**src/rtl/srch_pkg.sv**
```systemverilog
`timescale 1ns/1ps
package srch_pkg;
  typedef struct packed {
    logic init;       // latch prediction and thresholds, begin probe
    logic takeProbe;  // probe cost present: pick level
    logic takeRound;  // round costs present: move center, shrink step
  } strobeT;
endpackage

```
**src/rtl/srch_dp.sv**
```systemverilog
`timescale 1ns/1ps
module srch_dp import srch_pkg::*; #(
  parameter int MVW = 6,
  parameter int CW = 16,
  parameter int STEPW = 4,
  parameter int SR = 15,
  parameter int STEP_FINE = 2,
  parameter int STEP_MID = 3,
  parameter int STEP_FULL = 8
) (
  input  logic clk,
  input  logic rstN,
  input  strobeT strb,
  input  logic signed [MVW-1:0] predX,
  input  logic signed [MVW-1:0] predY,
  input  logic [CW-1:0] thrLow,
  input  logic [CW-1:0] thrHigh,
  input  logic [CW-1:0] thrZero,
  input  logic [9*CW-1:0] costs,
  output logic signed [MVW-1:0] centerX,
  output logic signed [MVW-1:0] centerY,
  output logic [STEPW-1:0] step,
  output logic [CW-1:0] bestCost,
  output logic earlyStop,
  output logic stopNow
);
  localparam int EXW = MVW + 1;

  logic [CW-1:0] thrLowQ, thrHighQ, thrZeroQ;
  logic signed [EXW-1:0] cx, cy, stExt;
  logic signed [EXW-1:0] candX [9];
  logic signed [EXW-1:0] candY [9];
  logic inWin [9];
  logic [3:0] bestIdx;
  logic [CW-1:0] minC;
  logic zeroHit;
  logic [CW-1:0] probeCost;

  function automatic logic signed [MVW-1:0] clampMv(input logic signed [MVW-1:0] v);
    if (v > SR) return MVW'(SR);
    if (v < -SR) return -MVW'(SR);
    return v;
  endfunction

  assign cx = {centerX[MVW-1], centerX};
  assign cy = {centerY[MVW-1], centerY};
  assign stExt = $signed({{(EXW-STEPW){1'b0}}, step});

  for (genvar k = 0; k < 9; k++) begin : g_cand
    localparam int DX = k % 3 - 1;
    localparam int DY = k / 3 - 1;
    if (DX < 0) begin : g_xm
      assign candX[k] = cx - stExt;
    end else if (DX > 0) begin : g_xp
      assign candX[k] = cx + stExt;
    end else begin : g_x0
      assign candX[k] = cx;
    end
    if (DY < 0) begin : g_ym
      assign candY[k] = cy - stExt;
    end else if (DY > 0) begin : g_yp
      assign candY[k] = cy + stExt;
    end else begin : g_y0
      assign candY[k] = cy;
    end
    assign inWin[k] = (candX[k] >= -SR) && (candX[k] <= SR) &&
                      (candY[k] >= -SR) && (candY[k] <= SR);
  end

  // Center seeds the minimum, so it wins ties; strict compare keeps raster order.
  always_comb begin
    bestIdx = 4'd4;
    minC = costs[4*CW +: CW];
    for (int k = 0; k < 9; k++) begin
      if (k != 4 && inWin[k] && costs[k*CW +: CW] < minC) begin
        minC = costs[k*CW +: CW];
        bestIdx = 4'(k);
      end
    end
  end

  assign probeCost = costs[4*CW +: CW];
  assign zeroHit = minC < thrZeroQ;
  assign stopNow = (step == STEPW'(1)) || zeroHit;

  always_ff @(posedge clk or negedge rstN) begin
    if (!rstN) begin
      centerX <= '0;
      centerY <= '0;
      step <= '0;
      bestCost <= '0;
      earlyStop <= 1'b0;
      thrLowQ <= '0;
      thrHighQ <= '0;
      thrZeroQ <= '0;
    end else if (strb.init) begin
      centerX <= clampMv(predX);
      centerY <= clampMv(predY);
      step <= '0;
      earlyStop <= 1'b0;
      thrLowQ <= thrLow;
      thrHighQ <= thrHigh;
      thrZeroQ <= thrZero;
    end else if (strb.takeProbe) begin
      if (probeCost < thrLowQ) begin
        step <= STEPW'(STEP_FINE);
      end else if (probeCost < thrHighQ) begin
        step <= STEPW'(STEP_MID);
      end else begin
        step <= STEPW'(STEP_FULL);
        centerX <= '0;
        centerY <= '0;
      end
    end else if (strb.takeRound) begin
      centerX <= candX[bestIdx][MVW-1:0];
      centerY <= candY[bestIdx][MVW-1:0];
      bestCost <= minC;
      step <= STEPW'(({1'b0, step} + 1'b1) >> 1);
      earlyStop <= zeroHit;
    end
  end

  // the center, which is also the reported vector, never leaves the window
  a_r8_mv_in_range: assert property (@(posedge clk) disable iff (!rstN)
    (centerX <= SR) && (centerX >= -SR) && (centerY <= SR) && (centerY >= -SR));

  // the chosen point of a round lies inside the window
  a_r6_pick_in_window: assert property (@(posedge clk) disable iff (!rstN)
    strb.takeRound |-> inWin[bestIdx]);

  // the chosen cost never exceeds the cost of staying put
  a_r5_not_worse_than_center: assert property (@(posedge clk) disable iff (!rstN)
    strb.takeRound |-> minC <= costs[4*CW +: CW]);

  // a round at spacing above 1 leaves a smaller, nonzero spacing
  a_r4_step_shrinks: assert property (@(posedge clk) disable iff (!rstN)
    (strb.takeRound && step > STEPW'(1)) |=> (step < $past(step)) && (step != '0));
endmodule

```
**src/rtl/srch_ctrl.sv**
```systemverilog
`timescale 1ns/1ps
module srch_ctrl import srch_pkg::*; (
  input  logic clk,
  input  logic rstN,
  input  logic start,
  input  logic reqReady,
  input  logic costValid,
  input  logic stopNow,
  output strobeT strb,
  output logic reqValid,
  output logic busy,
  output logic done
);
  typedef enum logic [1:0] {S_IDLE, S_REQ, S_WAIT, S_DONE} stateT;
  stateT state, stateNxt;
  logic probing, probingNxt;

  always_comb begin
    stateNxt = state;
    probingNxt = probing;
    strb = '0;
    case (state)
      S_IDLE: if (start) begin
        strb.init = 1'b1;
        probingNxt = 1'b1;
        stateNxt = S_REQ;
      end
      S_REQ: if (reqReady) stateNxt = S_WAIT;
      S_WAIT: if (costValid) begin
        if (probing) begin
          strb.takeProbe = 1'b1;
          probingNxt = 1'b0;
          stateNxt = S_REQ;
        end else begin
          strb.takeRound = 1'b1;
          stateNxt = stopNow ? S_DONE : S_REQ;
        end
      end
      S_DONE: stateNxt = S_IDLE;
      default: stateNxt = S_IDLE;
    endcase
  end

  always_ff @(posedge clk or negedge rstN) begin
    if (!rstN) begin
      state <= S_IDLE;
      probing <= 1'b0;
    end else begin
      state <= stateNxt;
      probing <= probingNxt;
    end
  end

  assign reqValid = (state == S_REQ);
  assign busy = (state != S_IDLE);
  assign done = (state == S_DONE);

  // completion is a single-cycle pulse
  a_r8_done_pulse: assert property (@(posedge clk) disable iff (!rstN)
    done |=> !done);

  // costs are only consumed after the request was accepted
  a_r9_costs_after_accept: assert property (@(posedge clk) disable iff (!rstN)
    (strb.takeProbe || strb.takeRound) |-> !reqValid);

  // a start from idle always opens with a request
  a_r2_start_requests: assert property (@(posedge clk) disable iff (!rstN)
    (start && !busy) |=> reqValid);
endmodule

```
**src/rtl/srch_top.sv**
```systemverilog
`timescale 1ns/1ps
module srch_top import srch_pkg::*; #(
  parameter int MVW = 6,
  parameter int CW = 16,
  parameter int STEPW = 4,
  parameter int SR = 15
) (
  input  logic clk,
  input  logic rstN,
  input  logic start,
  input  logic signed [MVW-1:0] predX,
  input  logic signed [MVW-1:0] predY,
  input  logic [CW-1:0] thrLow,
  input  logic [CW-1:0] thrHigh,
  input  logic [CW-1:0] thrZero,
  output logic reqValid,
  input  logic reqReady,
  output logic signed [MVW-1:0] reqX,
  output logic signed [MVW-1:0] reqY,
  output logic [STEPW-1:0] reqStep,
  input  logic costValid,
  input  logic [9*CW-1:0] costs,
  output logic busy,
  output logic done,
  output logic signed [MVW-1:0] mvX,
  output logic signed [MVW-1:0] mvY,
  output logic [CW-1:0] mvCost,
  output logic earlyStop
);
  strobeT strb;
  logic stopNow;
  logic signed [MVW-1:0] centerX, centerY;
  logic [STEPW-1:0] step;

  srch_ctrl u_ctrl (
    .clk(clk), .rstN(rstN), .start(start), .reqReady(reqReady),
    .costValid(costValid), .stopNow(stopNow), .strb(strb),
    .reqValid(reqValid), .busy(busy), .done(done)
  );

  srch_dp #(.MVW(MVW), .CW(CW), .STEPW(STEPW), .SR(SR)) u_dp (
    .clk(clk), .rstN(rstN), .strb(strb), .predX(predX), .predY(predY),
    .thrLow(thrLow), .thrHigh(thrHigh), .thrZero(thrZero), .costs(costs),
    .centerX(centerX), .centerY(centerY), .step(step), .bestCost(mvCost),
    .earlyStop(earlyStop), .stopNow(stopNow)
  );

  assign reqX = centerX;
  assign reqY = centerY;
  assign reqStep = step;
  assign mvX = centerX;
  assign mvY = centerY;

  // a pending request holds its fields until accepted
  a_r9_req_hold: assert property (@(posedge clk) disable iff (!rstN)
    (reqValid && !reqReady) |=> reqValid && $stable(reqX) && $stable(reqY) && $stable(reqStep));
endmodule

```
**config.mk**
```make
export PLATFORM = sky130hd
export DESIGN_NAME = srch_top
export DESIGN_NICKNAME = d
export VERILOG_FILES = /design/src/rtl/srch_pkg.sv /design/src/rtl/srch_dp.sv /design/src/rtl/srch_ctrl.sv /design/src/rtl/srch_top.sv
export SDC_FILE = /design/constraint.sdc
export NUM_CORES = 1
export LEC_CHECK = 0
export ABC_AREA = 1
export BUFFER_PORTS_ARGS = -buffer_cell sky130_fd_sc_hd__buf_2
export CELL_PAD_IN_SITES_DETAIL_PLACEMENT = 0
export CELL_PAD_IN_SITES_GLOBAL_PLACEMENT = 1
export CORE_MARGIN = 3
export CORE_UTILIZATION = 35
export CTS_CLUSTER_SIZE = 25
export DETAILED_ROUTE_END_ITERATION = 7
export PLACE_DENSITY = 0.9
export SKIP_LAST_GASP = 1
export SLEW_MARGIN = 40
export SYNTH_ARGS = -nofsm -noshare
export SYNTH_HDL_FRONTEND = slang
export SYNTH_SLANG_ARGS = --single-unit
export TNS_END_PERCENT = 30
```
**constraint.sdc**
```tcl
create_clock -name clk -period 16.6 [get_ports clk]
set_clock_uncertainty 0.05 [all_clocks]
set_input_delay 0.83 -clock clk [delete_from_list [all_inputs] [get_ports clk]]
set_output_delay 0.83 -clock clk [all_outputs]
set_load 0.02 [all_outputs]
```
After elaboration in Yosys (flattened, before gate mapping)
Index checks and enable logic that the tools add are counted.
Widths: inputs -> output; s select.
{ "totals": {"regBits": 84} }
{ "op_classes": {"add_sub_neg": 5, "order_cmp": 28, "eq_ne": 10, "n_mux": 71, "n_bitwise": 3, "n_reduce_logical": 38} }
{ "op_table": {"columns": ["op", "count"], "rows": [
  ["$lt 16x16->1", 11],
  ["$mux 16", 8],
  ["$mux 6", 20],
  ["$bmux 7 s4", 2],
  ["$mux 4", 12],
  ["$ge 7x5->1 const B", 4],
  ["$le 7x5->1 const B", 4],
  ["$logic_and 1x1->1", 27],
  ["$mux 1", 19],
  ["$add 6x5->7", 2],
  ["$mux 2", 7],
  ["$sub 6x5->7", 2],
  ["$ge 6x5->1 const B", 2],
  ["$gt 6x5->1 const B", 2],
  ["$le 6x5->1 const B", 2],
  ["$lt 6x5->1 const B", 2],
  ["$reduce_and 3->1", 4],
  ["$pmux 2 s4", 1],
  ["$ne 3x3->1 const B", 2],
  ["$reduce_bool 2->1", 3],
  ["$add 4x1->5 const B", 1],
  ["$ge 5x5->1 const B", 1],
  ["$not 4->5", 1],
  ["$eq 2x2->1 const B", 2],
  ["other kinds (11)", 14]
]} }

Depth between registers and ports, before layout
Gate-level depths: netlist of the first run.
{ "logic_depth": {"ltp_word": 35, "mapped_depth": 115} }

Cells and area by module
From an unflattened synthesis of the first run, not the netlist that was laid out.
{ "hier_totals": {"hier_cells": 1551, "area_unflattened_um2": 10393.7} }
{ "by_module_without_submodules": {"columns": ["mod", "instances", "cells_each", "area_each_um2", "seq_area_each_um2"], "rows": [
  ["srch_dp", 1, 1508, 10097.2, 2026.9],
  ["srch_ctrl", 1, 31, 206.4, 75.1],
  ["srch_top", 1, 12, 90.1, 0.0]
]} }

Least setup slack after synthesis of the first run
Ideal clock, no wire load.
{ "synth_timing": {"path_type": "register to register", "startpoint": "register u_dp.step[0]", "endpoint": "register u_ctrl.state[1]", "arrival_ps": 16212, "required_time_ps": 16473, "slack_ps": 260, "path_stages_with_launch": 96, "n_path_buf": 14, "synth_period_minus_slack_ps": 16340, "path_cell_list": "dfrtp_1 ha_1 fa_1 nand3b_1 nand2_1 nand2_1 nand2_1 nand2_1 nand2_1 nand2_1 a21oi_4 nand3_2 buf_6 clkbuf_1 nand2_1 o21ai_0 ha_1 nand2_1 [60 not listed] ha_1 a21oi_1 nor2_1 a211oi_1 o221ai_1 nor3_1 a21boi_4 clkbuf_1 o21ai_0 ha_1 a21oi_1 nand3b_1 a21oi_1 a2111oi_0 nand2_1 nand2_1 nand2_1 a21oi_1"} }
{ "synth_via": {"elab_chain_cells": 34} }
{ "synth_rtl": {"columns": ["item", "line_no", "rtl"], "rows": [
  ["start, declared", "srch_dp.sv:22", "output logic [STEPW-1:0] step,"],
  ["start signal, assigned", "srch_dp.sv:106", "step <= STEPW'(STEP_FINE);"],
  ["start signal, assigned", "srch_dp.sv:108", "step <= STEPW'(STEP_MID);"],
  ["start signal, assigned", "srch_dp.sv:110", "step <= STEPW'(STEP_FULL);"],
  ["$sub 6x5->7", "srch_dp.sv:53", "assign candX[k] = cx - stExt;"],
  ["$ge 7x5->1 or $le 7x5->1 (tied branches)", "srch_dp.sv:66", "assign inWin[k] = (candX[k] >= -SR) && (candX[k] <= SR) &&"],
  ["$logic_and 1x1->1 (2 in series)", "srch_dp.sv:66", null],
  ["$logic_and 1x1->1", "srch_dp.sv:67", "(candY[k] >= -SR) && (candY[k] <= SR);"],
  ["$logic_and 1x1->1", "srch_dp.sv:75", "if (k != 4 && inWin[k] && costs[k*CW +: CW] < minC) begin"],
  ["$mux 16", "srch_dp.sv:75", null],
  ["$lt 16x16->1", "srch_dp.sv:75", null],
  ["$logic_and 1x1->1", "srch_dp.sv:75", null],
  ["[18 not listed]", null, null],
  ["$mux 16 (*)", "srch_dp.sv:75", null],
  ["via u_dp.minC[9]", "srch_dp.sv:35", "logic [CW-1:0] minC;"],
  ["$lt 16x16->1 (*)", "srch_dp.sv:83", "assign zeroHit = minC < thrZeroQ;"],
  ["$logic_or 1x1->1 (*)", "srch_dp.sv:84", "assign stopNow = (step == STEPW'(1)) || zeroHit;"],
  ["$mux 2 (*)", "srch_ctrl.sv:36", "stateNxt = stopNow ? S_DONE : S_REQ;"],
  ["$mux 2 (*)", "srch_ctrl.sv:30", "if (probing) begin"],
  ["$mux 2 (*)", "srch_ctrl.sv:29", "S_WAIT: if (costValid) begin"],
  ["$pmux 2 s4 (*)", "srch_ctrl.sv:22", "case (state)"],
  ["end signal, assigned", "srch_ctrl.sv:49", "state <= stateNxt;"],
  ["end, declared", "srch_ctrl.sv:15", "stateT state, stateNxt;"]
]} }
The timed path passes the listed nets; every way through them passes the cells marked *. The select of a mux whose other input is x is not followed.
A chain may end at the register's enable or synchronous reset.

Worst setup path after layout of the first run
Same ends and word-level chain as after synthesis.

==> key figures, run 1 <==
Placement
  • Dpl hpwl: 29.3 mm
  • Post-Place Worst Slack: -775 ps
  • PortBufs: 256
  • Inst Count DP: 2,096
  • Placer Congestion: 0.930

Worst hold path
  • Hold WC Path Type: input port to async pin

STA
  • Final Hold Fails: 0
  • Final Worst Setup Slack: 1390 ps
  • Period utilization: 91.6%
  • Crit path time final: 15,210 ps
  • Max_slew headroom: 52.1%
  • Final setup fails: 0
  • Hold WS: 348 ps
  • Worst-Margin Slew: 718 ps
  • Fmax: 65.7 MHz
  • Pins over their slew limit: 0
  • Setup TNS: 0 ps

Global route
  • Global route total overflow: 0
  • First-pass GRT wire length: 53.3 mm
  • Vias in the first global route: 10,400
  • All-layer global routing usage: 21.5%
  • Largest net degree at the start of global routing: 69
  • Initial antenna violation count: 12

Finish
  • Register area: 0.00210 mm2
  • Post-Layout Cell Count: 2,125
  • Synthesis-to-layout area growth: 20.5%
  • Final nets: 2,122
  • Multi-input logic area: 0.00723 mm2
  • # fillers: 2,996
  • Layout cells sized above 1: 20.4%

Yosys
  • Mapped Nets: 1,889
  • Area contributors post-synth: ha_1 21%, dfrtp_1 21%, nand2_1 16%, o21ai_0 8.5%, inv_1 6.1%
  • Mapped Area: 0.0102 mm2
  • Gate Count Post-Synth: 1,503
  • Post-synth top cells: 445 x nand2_1, 173 x ha_1, 173 x o21ai_0, 164 x inv_1, 91 x nor2_1
  • Syn_area_per_cell: 6.75 um2
  • Library cells used by synthesis: 52
  • Yosys warning count: 0
  • Register area share after synthesis: 20.7%
  • Count leader, synth: nand2_1
  • Synth Flop Type: dfrtp_1
  • #FFs+latches synth: 84
  • EDFF count, synth: 0
  • Area leader, netlist: ha_1
  • FFs w/ async S/R, synth: 100%
  • Synth top area share: 21.3%

Floorplanning
  • Die W: 176 um
  • Site Rows: 61
  • Initial Utilization: 36.0%
  • Ports: 257
  • Die area: 0.0311 mm2
  • Core area: 0.0282 mm2
  • Vert. Die Dim: 176 um

Clocking
  • TritonCTS buffer count: 9
  • CTS Root Cell: clkbuf_16
  • Worst-Skew Late Latency: 350 ps
  • Clock sink count: 84
  • Clock tree buffer depth: 2
  • H-tree levels: 3
  • CTS tree: yes
  • Reg clk slew, reported paths: 70 ps

Setup path
  • Flop2flop setup slack: 1390 ps
  • CP Launch Point: u_dp.step[0]$_DFFE_PN0N_
  • Max incr delay on CP: 510 ps
  • Critical path data required time: 16,820 ps
  • Critical Path Start Type: flip-flop
  • Reg-to-reg critical path startpoint: u_dp.step[0]$_DFFE_PN0N_
  • Crit path max-delay cell type: dfrtp_1
  • Critical path capture point type: flip-flop
  • Worst path most repeated cell: nand2_1
  • Worst R2R End: u_ctrl.state[1]$_DFFE_PN0P_
  • Critical path peak fanout: 33
  • Worst R2R Path Depth: 85
  • Kind of critical path: flip-flop to flip-flop
  • Arr. time, crit path: 15,430 ps

Drt
  • DR vias: 10,900
  • 1st-iter DRT viols: 855
  • Drt total wl: 34.5 mm
  • Pre-antenna DRT Iters: 5
  • Detailed-route DRC error count: 0
  • Antenna-violating nets left: 0
  • Wire length per cell: 16.2 um
  • Vias per inst: 5.12

Outcome
  • Outcome: finished, final reports clean

Run
  • Max-cap viol count: 0
[layer usage]
metal  track usage (%)  part of all wire, %  up-vias
li1                  -                    -     5505
met1              28.0                   44     4929
met2              35.8                   46      363
met3              4.97                  7.5       59
met4              5.58                  2.2       18
met5                 0                 0.33        -
[area by class of cell]
class	count	share of cell area [%]
Tap cell	378	3.87
Multi-Input combinational cell	1196	59.1
Clock buffer	11	2.07
Antenna cell	6	0.123
Timing Repair Buffer	272	11.7
Clock inverter	5	0.685
Inverter	173	5.31
Sequential cell	84	17.2
[worst max path at each step]
stage | endpoint | slack [ps] | cells past startpoint
after floorplan | u_ctrl.state[1]$_DFFE_PN0P_ | 260 | 95
after global placement | u_ctrl.state[1]$_DFFE_PN0P_ | -70 | 80
after detailed placement | u_ctrl.state[1]$_DFFE_PN0P_ | -770 | 81
after CTS | u_ctrl.state[1]$_DFFE_PN0P_ | 6 | 81
after global routing | u_ctrl.state[1]$_DFFE_PN0P_ | -8 | 86
final | u_ctrl.state[1]$_DFFE_PN0P_ | 1390 | 85
[sequential cells by signal, indices dropped and copies added, names as in the netlist]
register        count
u_dp.centerY        6
u_dp.earlyStop      1
u_ctrl.probing      1
u_dp.thrHighQ      16
u_dp.step           4
u_dp.bestCost      16
u_dp.centerX        6
u_ctrl.state        2
u_dp.thrLowQ       16
u_dp.thrZeroQ      16
[metrics by stage]
stage	area, um2	utilization [%]
global placement	11700	41.5
floorplan	10200	-
CTS	12100	42.9
detailed placement	11700	41.6
global route	12200	43.4
finish	12200	43.4
[kinds of logic after synthesis]
kind of cell	count (synthesis)	synth area share [%]
adder cells (fa/ha/maj)	177	22.1
AND/OR/NAND/NOR	680	28.6
XOR/XNOR	8	0.690
flip-flops	84	20.7
AO/OA/AOI/OAI	328	18.5
buffers and inverters	226	9.39
[cell usage in the layout, fill, tap and decap left out, types with 18 or more instances in the layout]
cell / instances
nand2_1: 445
dfrtp_1: 84
nor2_1: 89
buf_2: 255
nand3_1: 61
o21ai_0: 148
nand4_1: 22
a211oi_1: 18
a21oi_1: 71
o21ai_1: 33
ha_1: 173
inv_1: 164
[what timing repair did]
item                       in CTS  in global routing
setup buffers                   0                  3
gates resized for setup         5                 35
pin swaps                       0                  4
setup endpoints to repair      10                 30
hold buffers                    0                  0
gates cloned                    1                  2
[worst max-delay path: cells and delay by family, from the launching register on]
kind                       cells  cell delay [ps]
adders and majority gates     10             3100
and+or+nand+nor               39             5310
buffers and inverters          5              920
DFF                            1              510
AOI/OAI and AO/OA             31             5200
Power of run 1 is left out: the tool's default activity adds up to more than one toggle a clock period on the data nets, which glitch-free logic cannot reach.
==> run 2: changes to the inputs <==
CORE_UTILIZATION = 39   (was 35)
PLACE_DENSITY = 0.94   (was 0.9)
clock period = 16.7 ns   (was 16.6 ns; I/O delays follow)
==> key figures, run 2 (synthesis results as in run 1) <==
Setup path
  • Critical path peak fanout: 33 (unchanged)
  • Critical Path Start Type: flip-flop
  • Critical path capture point type: flip-flop
  • Arr. time, crit path: 15,460 ps (+30 ps)
  • Critical path data required time: 16,910 ps (+90 ps)
  • Crit path max-delay cell type: dfrtp_1
  • CP Buf/Inv Count: 5 (unchanged)
  • Kind of critical path: flip-flop to flip-flop
  • Worst path most repeated cell: nand2_1
  • Crit path max-delay family: compound AO/OA/AOI/OAI gates
  • Max incr delay on CP: 510 ps (about the same)

Run
  • Max-cap viol count: 0 (unchanged)

Floorplanning
  • Core area: 0.0254 mm2 (-9.8%)
  • Die W: 167 um (-5.1%)
  • Site Rows: 58 (-4.9%)
  • Die area: 0.0280 mm2 (-9.9%)
  • Ports: 257 (unchanged)
  • Initial Utilization: 40.0% (+3.9 points)
  • Vert. Die Dim: 167 um (-5.1%)

STA
  • Max_slew headroom: 53.0% (+0.90 points)
  • Crit path time final: 15,250 ps (+36.8 ps)
  • Final setup fails: 0 (unchanged)
  • Worst-Margin Slew: 705 ps (-13.4 ps)
  • Pins over their slew limit: 0 (unchanged)
  • Fmax: 65.6 MHz (-0.24%)
  • Final Hold Fails: 0 (unchanged)
  • Hold WS: 374 ps (+26.5 ps)
  • Period utilization: 91.3% (-0.33 points)

Drt
  • Vias per inst: 5.21 (+1.8%)
  • Antenna-violating nets left: 0 (unchanged)
  • DR vias: 10,800 (-0.78%)
  • Wire length per cell: 15.9 um (-2.1%)
  • Pre-antenna DRT Iters: 7 (+2)
  • Detailed-route DRC error count: 0 (unchanged)
  • Drt total wl: 32.9 mm (-4.5%)
  • 1st-iter DRT viols: 636 (-26%)

Finish
  • Commonest cells after routing, fill and taps aside: 445 x nand2_1, 255 x buf_2, 173 x ha_1
  • Commonest non-fill, non-tap cell in the layout: nand2_1
  • Layout cells sized above 1: 20.1% (-0.32 points)
  • Final nets: 2,120 (-0.094%)
  • Post-Layout Cell Count: 2,072 (-2.5%)
  • Design Area, Final: 0.0121 mm2 (-1.0%)
  • Final core occ: 47.7% (+4.2 points)
  • Synthesis-to-layout area growth: 19.3%

Outcome
  • Outcome: finished, final reports clean

Placement
  • Inst Count DP: 2,042 (-2.6%)
  • Placed Area: 0.0116 mm2 (-0.97%)
  • PortBufs: 256 (unchanged)
  • Placer Congestion: 0.897 (-3.6%)
  • Dpl hpwl: 27.5 mm (-6.3%)

Clocking
  • Hold_buf cts: 0 (unchanged)
  • CTS tree: yes
  • TritonCTS buffer count: 9 (unchanged)
  • Clock sink count: 84 (unchanged)
  • Reg clk slew, reported paths: 70 ps (about the same)
  • H-tree levels: 3 (unchanged)
  • CTS Root Cell: clkbuf_16
  • Clock tree buffer depth: 2 (unchanged)
  • Worst-Skew Late Latency: 340 ps (about the same)

Global route
  • Global route total overflow: 0 (unchanged)
  • Vias in the first global route: 10,300 (-0.99%)
  • Largest net degree at the start of global routing: 100 (+45%)
  • All-layer global routing usage: 22.6% (+1.2 points)
  • Initial antenna violation count: 11 (-1)
  • First-pass GRT wire length: 51.8 mm (-2.9%)

Worst hold path
  • Hold WC Path Type: input port to async pin
-- run 2: cell types whose count changed in the layout (fill, tap and decap cells not counted), sizes merged --
cell	delta
diode	-3
clkbuf	+2
bufinv	-1
clkinvlp	-1
buf	-2
-- run 2: through the flow --
stage | TNS, ps | setup WS (ps)
3_3_place_gp | -364 | -232
5_1_grt | -51.3 | -51.3
6_report | 0 | 1450
4_1_cts | 0 | 89.7
3_5_place_dp | -5230 | -937
2_1_floorplan | 0 | 360
-- run 2: path summary, 6_finish.rpt --
check / slack, ps / start / cells past startpoint / end
max: 1450 / u_dp.step[0]$_DFFE_PN0N_ / 84 / u_ctrl.state[1]$_DFFE_PN0P_
min: 370 / rstN / 1 / u_dp.thrZeroQ[6]$_DFFE_PN0P_
max reg2reg: 1450 / u_dp.step[0]$_DFFE_PN0N_ / 84 / u_ctrl.state[1]$_DFFE_PN0P_
min reg2reg: 430 / u_dp.bestCost[4]$_DFFE_PN0P_ / 2 / u_dp.bestCost[4]$_DFFE_PN0P_
max in group asynchronous: 15180 / rstN / 2 / u_dp.thrHighQ[1]$_DFFE_PN0P_
min in group clk: 430 / u_dp.bestCost[4]$_DFFE_PN0P_ / 2 / u_dp.bestCost[4]$_DFFE_PN0P_
-- run 2: metal layers --
metal  global-route usage [%]  part of all wire, %  vias to the layer above
met5                        0                 0.27                        -
met4                     5.30                  2.5                       16
met3                     5.10                  6.6                       59
met2                     38.1                   46                      311
met1                     29.6                   44                     4901
li1                         -                    -                     5502
-- run 2: final cells by class --
type,instances,area (um2)
fill,2626,13300
multi-input combinational,1196,7220
sequential,84,2100
timing repair buffer,270,1420
inverter,173,649
tap,330,413
clock buffer,13,250
clock inverter,3,46.3
antenna,3,7.51
-- run 2: repair_timing --
| item | CTS | global route |
|---|---|---|
| pin swaps | 0 | 4 |
| gates cloned | 1 | 2 |
| resized for setup | 5 | 31 |
| endpoints found under the setup margin | 14 | 29 |
| buffers inserted | 0 | 8 |
Power of run 2 is left out for the same reason.
==> run 3: changes to the inputs <==
ABC_AREA = unset   (was 1)
CORE_UTILIZATION = 37   (was 39)
PLACE_DENSITY = 0.9   (was 0.94)
clock period = 13.64 ns   (was 16.7 ns; I/O delays follow)
==> key figures, run 3 <==
Yosys
  • Synth Flop Type: dfrtp_1
  • EDFF count, synth: 0 (unchanged)
  • Area leader, netlist: ha_1
  • #FFs+latches synth: 84 (unchanged)
  • Post-synth top cells: 182 x inv_1, 173 x ha_1, 121 x nand2_1, 114 x o21ai_0, 104 x a21oi_1
  • Area contributors post-synth: ha_1 20%, dfrtp_1 19%, inv_1 6.3%, o21ai_0 5.3%, mux2_2 5.1%
  • Mapped Area: 0.0109 mm2 (+6.9%)
  • Count leader, synth: inv_1
  • Library cells used by synthesis: 85 (+63%)
  • Gate Count Post-Synth: 1,382 (-8.1%)
  • Register area share after synthesis: 19.4% (-1.3 points)
  • Syn_area_per_cell: 7.85 um2 (+16%)
  • Synth top area share: 19.9% (-1.4 points)
  • Yosys warning count: 0 (unchanged)
  • Mapped Nets: 1,768 (-6.4%)
  • FFs w/ async S/R, synth: 100% (unchanged)

Drt
  • DR vias: 12,800 (+19%)
  • Drt total wl: 43.7 mm (+33%)
  • Wire length per cell: 18.0 um (+13%)
  • 1st-iter DRT viols: 895 (+41%)
  • Pre-antenna DRT Iters: 5 (-2)
  • Vias per inst: 5.28 (+1.5%)
  • Antenna-violating nets left: 0 (unchanged)
  • Detailed-route DRC error count: 0 (unchanged)

Clocking
  • Clock sink count: 84 (unchanged)
  • CTS tree: yes
  • H-tree levels: 3 (unchanged)
  • Worst-Skew Late Latency: 350 ps (about the same)
  • CTS Root Cell: clkbuf_16
  • Clock tree buffer depth: 2 (unchanged)
  • TritonCTS buffer count: 9 (unchanged)
  • Reg clk slew, reported paths: 70 ps (about the same)

Floorplanning
  • Initial Utilization: 37.7% (-2.3 points)
  • Site Rows: 62 (+6.9%)
  • Core area: 0.0288 mm2 (+13%)
  • Die area: 0.0314 mm2 (+12%)
  • Die W: 177 um (+5.9%)
  • Vert. Die Dim: 177 um (+5.9%)
  • Ports: 257 (unchanged)

Setup path
  • Reg-to-reg critical path startpoint: u_dp.step[0]$_DFFE_PN0N_
  • Critical path data required time: 13,860 ps (-3050 ps)
  • Worst path most repeated cell: buf_4
  • Critical path peak fanout: 5 (-85%)
  • Critical Path Start Type: flip-flop
  • Crit path max-delay cell type: dfrtp_2
  • Arr. time, crit path: 18,520 ps (+3060 ps)
  • CP Launch Point: u_dp.step[0]$_DFFE_PN0N_
  • Kind of critical path: flip-flop to flip-flop
  • Critical path capture point type: flip-flop
  • Max incr delay on CP: 470 ps (-40 ps)

Outcome
  • Outcome: complete, but fails checks
  • Failing checks: negative setup slack

Worst hold path
  • Hold WC Path Type: input port to async pin

Placement
  • Placed Area: 0.0148 mm2 (+28%)
  • PortBufs: 256 (unchanged)
  • Dpl hpwl: 34.0 mm (+24%)
  • Placer Congestion: 0.941 (+4.9%)

Global route
  • First-pass GRT wire length: 66.4 mm (+28%)
  • Initial antenna violation count: 6 (-5)
  • All-layer global routing usage: 26.7% (+4.1 points)
  • Largest net degree at the start of global routing: 94 (-6.0%)
  • Global route total overflow: 0 (unchanged)
  • Vias in the first global route: 12,700 (+24%)

STA
  • RSZ-0062 raised after global routing: true
  • Max_slew headroom: 47.5% (-5.5 points)
  • Final Worst Setup Slack: -4660 ps (-6120 ps)
  • Final setup fails: 30 (+30)
  • Worst-Margin Slew: 787 ps (+82.0 ps)
  • Period utilization: 134% (+43 points)
  • Final Hold Fails: 0 (unchanged)
  • Crit path time final: 18,300 ps (+3060 ps)
  • Pins over their slew limit: 0 (unchanged)
  • Fmax: 54.6 MHz (-17%)

Run
  • Max-cap viol count: 0 (unchanged)

Finish
  • Design Area, Final: 0.0172 mm2 (+42%)
  • Layout cells sized above 1: 46.8% (+27 points)
  • Final nets: 2,418 (+14%)
  • Commonest non-fill, non-tap cell in the layout: buf_4
  • Commonest cells after routing, fill and taps aside: 398 x buf_4, 256 x buf_2, 168 x inv_1
  • Synthesis-to-layout area growth: 58.5%
  • Register area: 0.00211 mm2 (+0.36%)
  • # fillers: 2,518 (-4.1%)
  • Multi-input logic area: 0.00875 mm2 (+21%)
run 3: kinds of logic (layout without fill, tap and decap cells):
family          Yosys count  in the layout  share of synthesized area (%)
fa+ha+maj               182            182                           21.1
other cells               0              5                              0
buf+inv                 245            897                           9.35
flops                    84             84                           19.4
compound gates          414            416                           25.1
simple gates            368            369                           16.2
xor+xnor                 12             12                          0.968
mux                      77             77                           7.86
run 3: final timing paths:
path	cells after the start	slack, ps	to
max	107	-4660	u_dp.earlyStop$_DFFE_PN0P_
min	1	90	u_dp.centerX[0]$_DFFE_PN0P_
max reg2reg	107	-4660	u_dp.earlyStop$_DFFE_PN0P_
min reg2reg	2	440	u_dp.thrHighQ[0]$_DFFE_PN0P_
max in group asynchronous	2	12500	u_dp.thrHighQ[2]$_DFFE_PN0P_
min in group clk	2	440	u_dp.thrHighQ[0]$_DFFE_PN0P_
run 3: stage by stage:
stage               worst slack (ps)  instances  hold slack, ps  TNS [ps]  utilization (%)
floorplan                      -3900       1382             336    -92350                -
global placement               -4510       2256             420   -114150             51.5
detailed placement             -4940       2256             427   -126320             51.5
CTS                            -4070       2399            71.1   -106500             58.1
global route                   -5600       2426            79.7   -149860             59.8
finish                         -4660       2426            86.9   -125540             59.8
run 3: cell type report:
type	count	share of cell area [%]
diodes	5	0.0727
inverters	185	4.06
flip-flops and latches	84	12.3
clock buffers	11	1.41
clock inverters	5	0.349
multi-input cells	1056	50.9
well taps	384	2.79
repair buffers	696	28.2
run 3: critical path: cells and delay by family, from the launching register on:
kind,cells,cell delay [ps]
mux,5,1450
flops,1,470
buf+inv,31,3920
fa+ha+maj,9,2340
compound gates,41,7300
simple gates,21,2640
run 3: repair_timing:
item | CTS | global route
hold endpoints to repair | 0 | 0
setup endpoints to repair | 30 | 30
buffers inserted | 126 | 19
gates cloned | 6 | 2
resized for setup | 141 | 63
pin swaps | 42 | 54
hold buffers | 0 | 0
run 3: routing by layer:
layer / vias to the layer above / GRT usage, % / wire, um
met3: 110 / 4.03 / 2720
met4: 2 / 10.7 / 1800
li1: 6206 / - / -
met1: 6008 / 35.3 / 19000
met5: - / 0 / 15
met2: 491 / 43.8 / 20100
Power of run 3 is left out for the same reason.
